<file path="src/rtl/bus_addr_seq_pkg.sv">
package bus_addr_seq_pkg;
    localparam int SEL_W = 3;
    localparam logic [SEL_W-1:0] CODE_STATUS = 3'b000;
    localparam logic [SEL_W-1:0] CODE_CTRL   = 3'b001;

    typedef enum logic [2:0] {
        PH_IDLE,
        PH_WAIT,
        PH_RST,
        PH_CMPL,
        PH_HOLD
    } phase_t;
endpackage

</file>
<file path="src/rtl/addr_decode.sv">
module addr_decode
    import bus_addr_seq_pkg::*;
#(
    parameter int ADDR_W = 16,
    parameter int DEV_W  = 8
) (
    input  logic [ADDR_W-1:0] addr_n,
    input  logic [DEV_W-1:0]  dev_id,
    output logic              hit,
    output logic              valid,
    output logic              is_ctrl
);
    localparam int SEL_LSB = 1;
    localparam int DEV_LSB = SEL_LSB + SEL_W;
    localparam int TOP_LSB = DEV_LSB + DEV_W;

    logic [ADDR_W-1:0] addr;
    logic [SEL_W-1:0]  code;
    logic              unused_byte_bit;

    always_comb begin
        addr    = ~addr_n;
        code    = addr[SEL_LSB +: SEL_W];
        hit     = (&addr[ADDR_W-1:TOP_LSB]) && (addr[DEV_LSB +: DEV_W] == dev_id);
        is_ctrl = (code == CODE_CTRL);
        valid   = (code == CODE_STATUS) || is_ctrl;
    end

    assign unused_byte_bit = addr[0];
endmodule

</file>
<file path="src/rtl/seq_ctrl.sv">
module seq_ctrl
    import bus_addr_seq_pkg::*;
#(
    parameter int DELAY_CYCLES = 5
) (
    input  logic clk,
    input  logic rst_n,
    input  logic stb,
    input  logic wr_n,
    input  logic hit,
    input  logic valid,
    input  logic is_ctrl,
    output logic mst,
    output logic ctl,
    output logic dout,
    output logic fn_rst_n,
    output logic done_n
);
    localparam int CW = (DELAY_CYCLES > 1) ? $clog2(DELAY_CYCLES) : 1;
    localparam logic [CW-1:0] LAST = CW'(DELAY_CYCLES - 1);

    typedef struct packed {
        phase_t        phase;
        logic [CW-1:0] cnt;
        logic          wr;
        logic          valid;
        logic          ctl;
    } seq_t;

    localparam seq_t IDLE_S = '{phase: PH_IDLE, cnt: '0, wr: 1'b0, valid: 1'b0, ctl: 1'b0};

    seq_t s_d, s_q;
    logic at_last;

    always_comb begin
        s_d     = s_q;
        at_last = (s_q.cnt == LAST);
        if (!stb) begin
            s_d = IDLE_S;
        end else begin
            unique case (s_q.phase)
                PH_IDLE: begin
                    if (hit) begin
                        s_d.phase = PH_WAIT;
                        s_d.cnt   = '0;
                        s_d.wr    = !wr_n;
                        s_d.valid = valid;
                        s_d.ctl   = is_ctrl;
                    end
                end
                PH_WAIT: begin
                    if (at_last) begin
                        s_d.cnt   = '0;
                        s_d.phase = s_q.valid ? PH_RST : PH_HOLD;
                    end else begin
                        s_d.cnt = s_q.cnt + 1'b1;
                    end
                end
                PH_RST: begin
                    if (at_last) begin
                        s_d.cnt   = '0;
                        s_d.phase = PH_CMPL;
                    end else begin
                        s_d.cnt = s_q.cnt + 1'b1;
                    end
                end
                PH_CMPL: begin
                    if (at_last) begin
                        s_d.cnt   = '0;
                        s_d.phase = PH_HOLD;
                    end else begin
                        s_d.cnt = s_q.cnt + 1'b1;
                    end
                end
                PH_HOLD: s_d = s_q;
                default: s_d = IDLE_S;
            endcase
        end
    end

    always_ff @(posedge clk or negedge rst_n) begin
        if (!rst_n) s_q <= IDLE_S;
        else        s_q <= s_d;
    end

    always_comb begin
        mst      = (s_q.phase != PH_IDLE);
        ctl      = mst && s_q.ctl;
        dout     = mst && !s_q.wr && s_q.valid;
        fn_rst_n = !((s_q.phase == PH_RST) && s_q.wr);
        done_n   = (s_q.phase != PH_CMPL);
    end
endmodule

</file>
<file path="src/rtl/bus_addr_seq.sv">
module bus_addr_seq #(
    parameter int ADDR_W       = 16,
    parameter int DEV_W        = 8,
    parameter int DELAY_CYCLES = 5
) (
    input  logic              clk,
    input  logic              rst_n,
    input  logic [ADDR_W-1:0] addr_n,
    input  logic              wr_n,
    input  logic              adr_stb,
    input  logic [DEV_W-1:0]  dev_id,
    output logic              mst_sel,
    output logic              adr_sel,
    output logic              mux_sel,
    output logic              ctl_sel,
    output logic              dout_stb,
    output logic              fn_rst_n,
    output logic              done_n
);
    logic hit, valid, is_ctrl;

    addr_decode #(.ADDR_W(ADDR_W), .DEV_W(DEV_W)) u_dec (
        .addr_n (addr_n),
        .dev_id (dev_id),
        .hit    (hit),
        .valid  (valid),
        .is_ctrl(is_ctrl)
    );

    seq_ctrl #(.DELAY_CYCLES(DELAY_CYCLES)) u_seq (
        .clk     (clk),
        .rst_n   (rst_n),
        .stb     (adr_stb),
        .wr_n    (wr_n),
        .hit     (hit),
        .valid   (valid),
        .is_ctrl (is_ctrl),
        .mst     (mst_sel),
        .ctl     (ctl_sel),
        .dout    (dout_stb),
        .fn_rst_n(fn_rst_n),
        .done_n  (done_n)
    );

    assign adr_sel = mst_sel;
    assign mux_sel = mst_sel;
endmodule

</file>
<file path="config.mk">
export PLATFORM = sky130hd
export DESIGN_NAME = bus_addr_seq
export DESIGN_NICKNAME = d
export VERILOG_FILES = /design/src/rtl/bus_addr_seq_pkg.sv /design/src/rtl/addr_decode.sv /design/src/rtl/seq_ctrl.sv /design/src/rtl/bus_addr_seq.sv
export SDC_FILE = /design/constraint.sdc
export NUM_CORES = 1
export LEC_CHECK = 0
export ABC_AREA = 1
export BUFFER_PORTS_ARGS = -buffer_cell sky130_fd_sc_hd__buf_2
export CORE_ASPECT_RATIO = 0.8
export CORE_UTILIZATION = 45
export DETAILED_ROUTE_END_ITERATION = 10
export GPL_TIMING_DRIVEN = 0
export PLACE_DENSITY = 0.86
export SETUP_SLACK_MARGIN = 0.02
export SLEW_MARGIN = 20
export SYNTH_ARGS = -nofsm -noshare
export SYNTH_HDL_FRONTEND = slang
export SYNTH_HIERARCHICAL = 1
export SYNTH_SLANG_ARGS = --single-unit
</file>
<file path="constraint.sdc">
create_clock -name clk -period 1.6 [get_ports clk]
set_clock_uncertainty 0.15 [all_clocks]
set_input_delay 0.32 -clock clk [delete_from_list [all_inputs] [get_ports clk]]
set_output_delay 0.32 -clock clk [all_outputs]
set_load 0.01 [all_outputs]
</file>
# Word level (Yosys, flattened, before mapping)
# Index checks and enable logic that the tools add are counted.
# word_totals
register_bits,9
latch_bits,0
ramBits,0
romBits,0
in_bits,28
out_inout_bits,7
word_cells,47
mem_count,0
# classes
n_addsub,1
n_mul,0
n_div,0
n_lt_le_gt_ge,0
n_eq_ne,14
n_shift,0
mux,9
bitwise_logic,1
reduce_logical,17
# ops
cell,count
$pmux 6 s5,1
$mux 9,2
$not 16->16,1
$mux 3,5
$ne 3x2->1 const B,4
$eq 8x8->1,1
$eq 3x1->1 const B,2
$eq 3x2->1 const B,2
$eq 3x3->1 const B,2
$logic_not 3->1,2
$pmux 3 s2,1
$logic_and 1x1->1,5
$reduce_and 5->1,1
$ne 2x2->1 const B,2
$reduce_and 2->1,2
$reduce_and 4->1,1
$reduce_or 4->1,1
$add 3x1->3 const B,1
$logic_not 1->1,3
$ne 3x3->1 const B,1
$reduce_bool 3->1,1
$logic_or 1x1->1,1

# Depth between registers and ports, before layout
# logic_depth
depth_word,6
depth_mapped,12
depth_no_buf,12

# Hierarchy
# The synthesis kept the hierarchy.
# modules_own_cells
module,instances,cells_per_inst,area_per_inst_um2
seq_ctrl,1,74,559.3
addr_decode,1,41,170.2
bus_addr_seq,1,2,15.0

# Worst setup path before layout
# OpenSTA, ideal clock, no wires.
# synth_timing
path_kind,register to output
from,reg u_seq/s_q[7] (netlist name)
to,out mst_sel
arrival_ns,1.024
path_slack_ns,0.106
path_stages_with_launch,7
n_path_buf,2
path_cell_list,dfrtp_1 -> buf_6 -> clkinv_2 -> nand2_2 -> nor2_1 -> inv_1 -> buf_4
# synth_via
elab_chain_len,1
# synth_rtl
element,line,rtl
start: declaration,seq_ctrl.sv:32,"seq_t s_d, s_q;"
start signal: assignment,seq_ctrl.sv:82,if (!rst_n) s_q <= IDLE_S;
start signal: assignment,seq_ctrl.sv:83,else s_q <= s_d;
$reduce_bool 3->1,seq_ctrl.sv:87,mst = (s_q.phase != PH_IDLE);
end: declaration,bus_addr_seq.sv:12,"output logic mst_sel,"
# No other way between the ends.

# Worst setup path in the final report
# layout_timing
from,reg u_seq/s_q[6] (netlist name)
to,out mst_sel
# The elaborated chain is that of the path after synthesis.

==> impl_metrics.py <==
metrics = {
    "run_status": {
        "violations": "negative setup slack",
        "status": "finished, violations left",
    },
    "cells_and_area": {
        "largest_reg_flops": 9,
        "area_growth_pct": 40.0,
        "finalNetCount": 189,
        "reg_top3": "u_seq/s_q: 9 flops",
        "mostFrequentLayoutCells": "36 x nand2_1, 31 x buf_2, 18 x inv_1",
        "antenna_cells": 0,
        "drive_above_1_share_pct": 37.3,
        "largest-register": "u_seq/s_q",
        "layout_commonest_cell": "nand2_1",
        "finalInstanceArea_mm2": 0.00104,
    },
    "setup_path": {
        "crit_arrival_ns": 1.24,
        "required_ns": 1.13,
        "reg2reg_to": "u_seq/s_q[7]",
        "cp-startpoint": "u_seq/s_q[6]",
        "startpoint_type": "register",
        "rr_worst_depth": 5,
        "path_class": "reg2out",
        "end_kind": "output port",
        "regToRegStartpoint": "u_seq/s_q[7]",
        "path_max_fanout": 3,
        "r2r_slack_ns": 0.10,
        "cp-endpoint": "mst_sel",
    },
    "synthesis": {
        "synth_top_area_share_pct": 30.3,
        "yosysWarnings": 6,
        "seq_area_frac_synth_pct": 30.3,
        "syn-cell-area_um2": 744,
        "syn-num-nets": 147,
        "ys_seq_elements": 9,
        "synthTopCellsByArea": "dfrtp_1 30%, nand2_1 18%, inv_1 10%",
        "yosysTopAreaCell": "dfrtp_1",
        "avgSynthCellArea_um2": 6.36,
        "synthCells": 117,
        "yosys.cell_types.count": 21,
    },
    "routing": {
        "met1_length_um": 775,
        "drt-wirelength-per-cell_um": 11.4,
        "postRouteAntennaNets": 0,
        "vias": 874,
        "dr.pass1.iters": 4,
        "vias_per_cell": 4.88,
        "drc": 0,
        "wl_met3_um": 122,
        "drt-total-wl_um": 2040,
        "top_layer": "met4",
        "drt_iter0_markers": 19,
        "wl_met2_um": 1110,
    },
    "floorplanning": {
        "design.core.area_mm2": 0.00147,
        "die_w_um": 47.5,
        "ios": 35,
        "die_h_um": 38.4,
        "initial_core_util_pct": 50.6,
        "rows": 12,
        "dieArea_mm2": 0.00182,
    },
    "cts": {
        "clk_latency_ns": 0.27,
        "clkSinkCount": 9,
        "h-tree-depth": 1,
        "clock_tree.root_cell": "clkbuf_4",
        "clkTransAtPathRegs_ns": 0.06,
        "cts_buffer_depth": 2,
        "cts_tree": "yes",
        "cts_buffers": 3,
    },
    "power": {
        "max-vdd-ir-drop_v": 0.000559,
        "power.density_mw_per_mm2": 1200,
        "p_leak_nw": 0.594,
    },
    "sta": {
        "period_share_pct": 107,
        "fin_ws_ns": -0.106,
        "slew_headroom_pct": 86.0,
        "fin_crit_ns": 1.71,
        "slew_viol_final": 0,
        "rsz0062_at_grt": "true",
        "clock.fmax_ghz": 0.586,
        "tightest_slew_ns": 0.211,
        "hold_viol_final": 0,
        "finalSetupViolations": 7,
    },
    "placed_design": {
        "place_hpwl_um": 1450,
        "dpl_worst_slack_ns": -0.0944,
        "gp_congestion": 0.844,
        "port_buffers": 33,
        "dpl-instance-area_um2": 936,
    },
    "hold_path": {
        "hold_path.class": "in2reg",
    },
    "grt": {
        "grt_overflow_total": 0,
        "grt_max_degree": 10,
        "grt_pass1_wl_um": 3350,
        "grt_use_total_pct": 27.7,
        "first_global_vias": 867,
        "antenna_found_initial": 0,
    },
    "flow_run": {
        "max_cap_viol_count": 0,
    },
}
## report_power, final
| group | internal, mW | switching, mW | total, mW |
|---|---|---|---|
| Sequential | 0.283 | 0.0702 | 0.353 |
| Combinational | 0.340 | 0.377 | 0.717 |
| Clock | 0.0963 | 0.0819 | 0.178 |
## metal layers
metal  global-route usage, %  vias to the layer above
li1                        -                      437
met1                    23.4                      398
met2                    54.5                       35
met3                    10.8                        4
met4                    12.9                        0
met5                       0                        -
## cells by family after synthesis
family / count (synthesis) / share of synthesized area (%)
fa+ha+maj: 2 / 3.36
buf+inv: 26 / 15.3
flops: 9 / 30.3
mux: 1 / 1.34
compound gates: 10 / 7.06
simple gates: 67 / 40.3
xor+xnor: 2 / 2.35
## synth_stat cells (all sizes together)
cell type	count
o21ai	9
clkinv	1
nor3	1
nor2	14
xor2	2
o211ai	1
mux2i	1
nand3	8
dfrtp	9
ha	2
and2	1
inv	22
buf	3
nand2	41
nand4	2
## how the worst min path moves through the flow
stage,start,slack [ns],cells past startpoint,end
floorplan,rst_n,-0.13,0,u_seq/s_q[0]
global placement,rst_n,0.03,1,u_seq/s_q[6]
detailed placement,rst_n,0.03,1,u_seq/s_q[6]
CTS,addr_n[1],0.18,4,u_seq/s_q[0]
global route,addr_n[1],0.18,4,u_seq/s_q[0]
finish,addr_n[1],0.18,4,u_seq/s_q[0]
## metrics by stage
| stage | TNS (ns) | hold WS [ns] | utilization, % | cells | power, mW |
|---|---|---|---|---|---|
| 2_1_floorplan | 0 | -0.126 | - | 117 | 0.677 |
| 6_report | -0.455 | 0.180 | 70.8 | 179 | 1.25 |
| 4_1_cts | -0.694 | 0.176 | 70.6 | 180 | 1.20 |
| 5_1_grt | -0.844 | 0.177 | 70.8 | 179 | 1.33 |
| 3_3_place_gp | -0.0810 | 0.0292 | 63.6 | 171 | 0.810 |
| 3_5_place_dp | -0.221 | 0.0291 | 63.6 | 171 | 0.849 |
## critical path: stages, from the launching register on
cell,delay [ns]
dfrtp_1,0.41
inv_2,0.09
nand2_4,0.06
nor2_4,0.12
inv_2,0.07
buf_6,0.11
buf_6,0.11
## layout make-up
cell class | count | area [µm²]
Buffer | 2 | 22.5
Clock buffer | 4 | 26.3
Fill cell | 137 | 429
Inverter | 23 | 91.3
Multi-Input combinational cell | 82 | 428
Sequential cell | 9 | 226
Tap cell | 21 | 26.3
Timing Repair Buffer | 38 | 221
## repair_timing
item / CTS / global route
pin swaps: 3 / 2
hold buffers: 1 / 0
resized for setup: 10 / 5
setup endpoints to repair: 6 / 14
endpoints found under the hold margin: 9 / 0
setup buffers: 4 / 0
(Power assumes the default switching activity.)
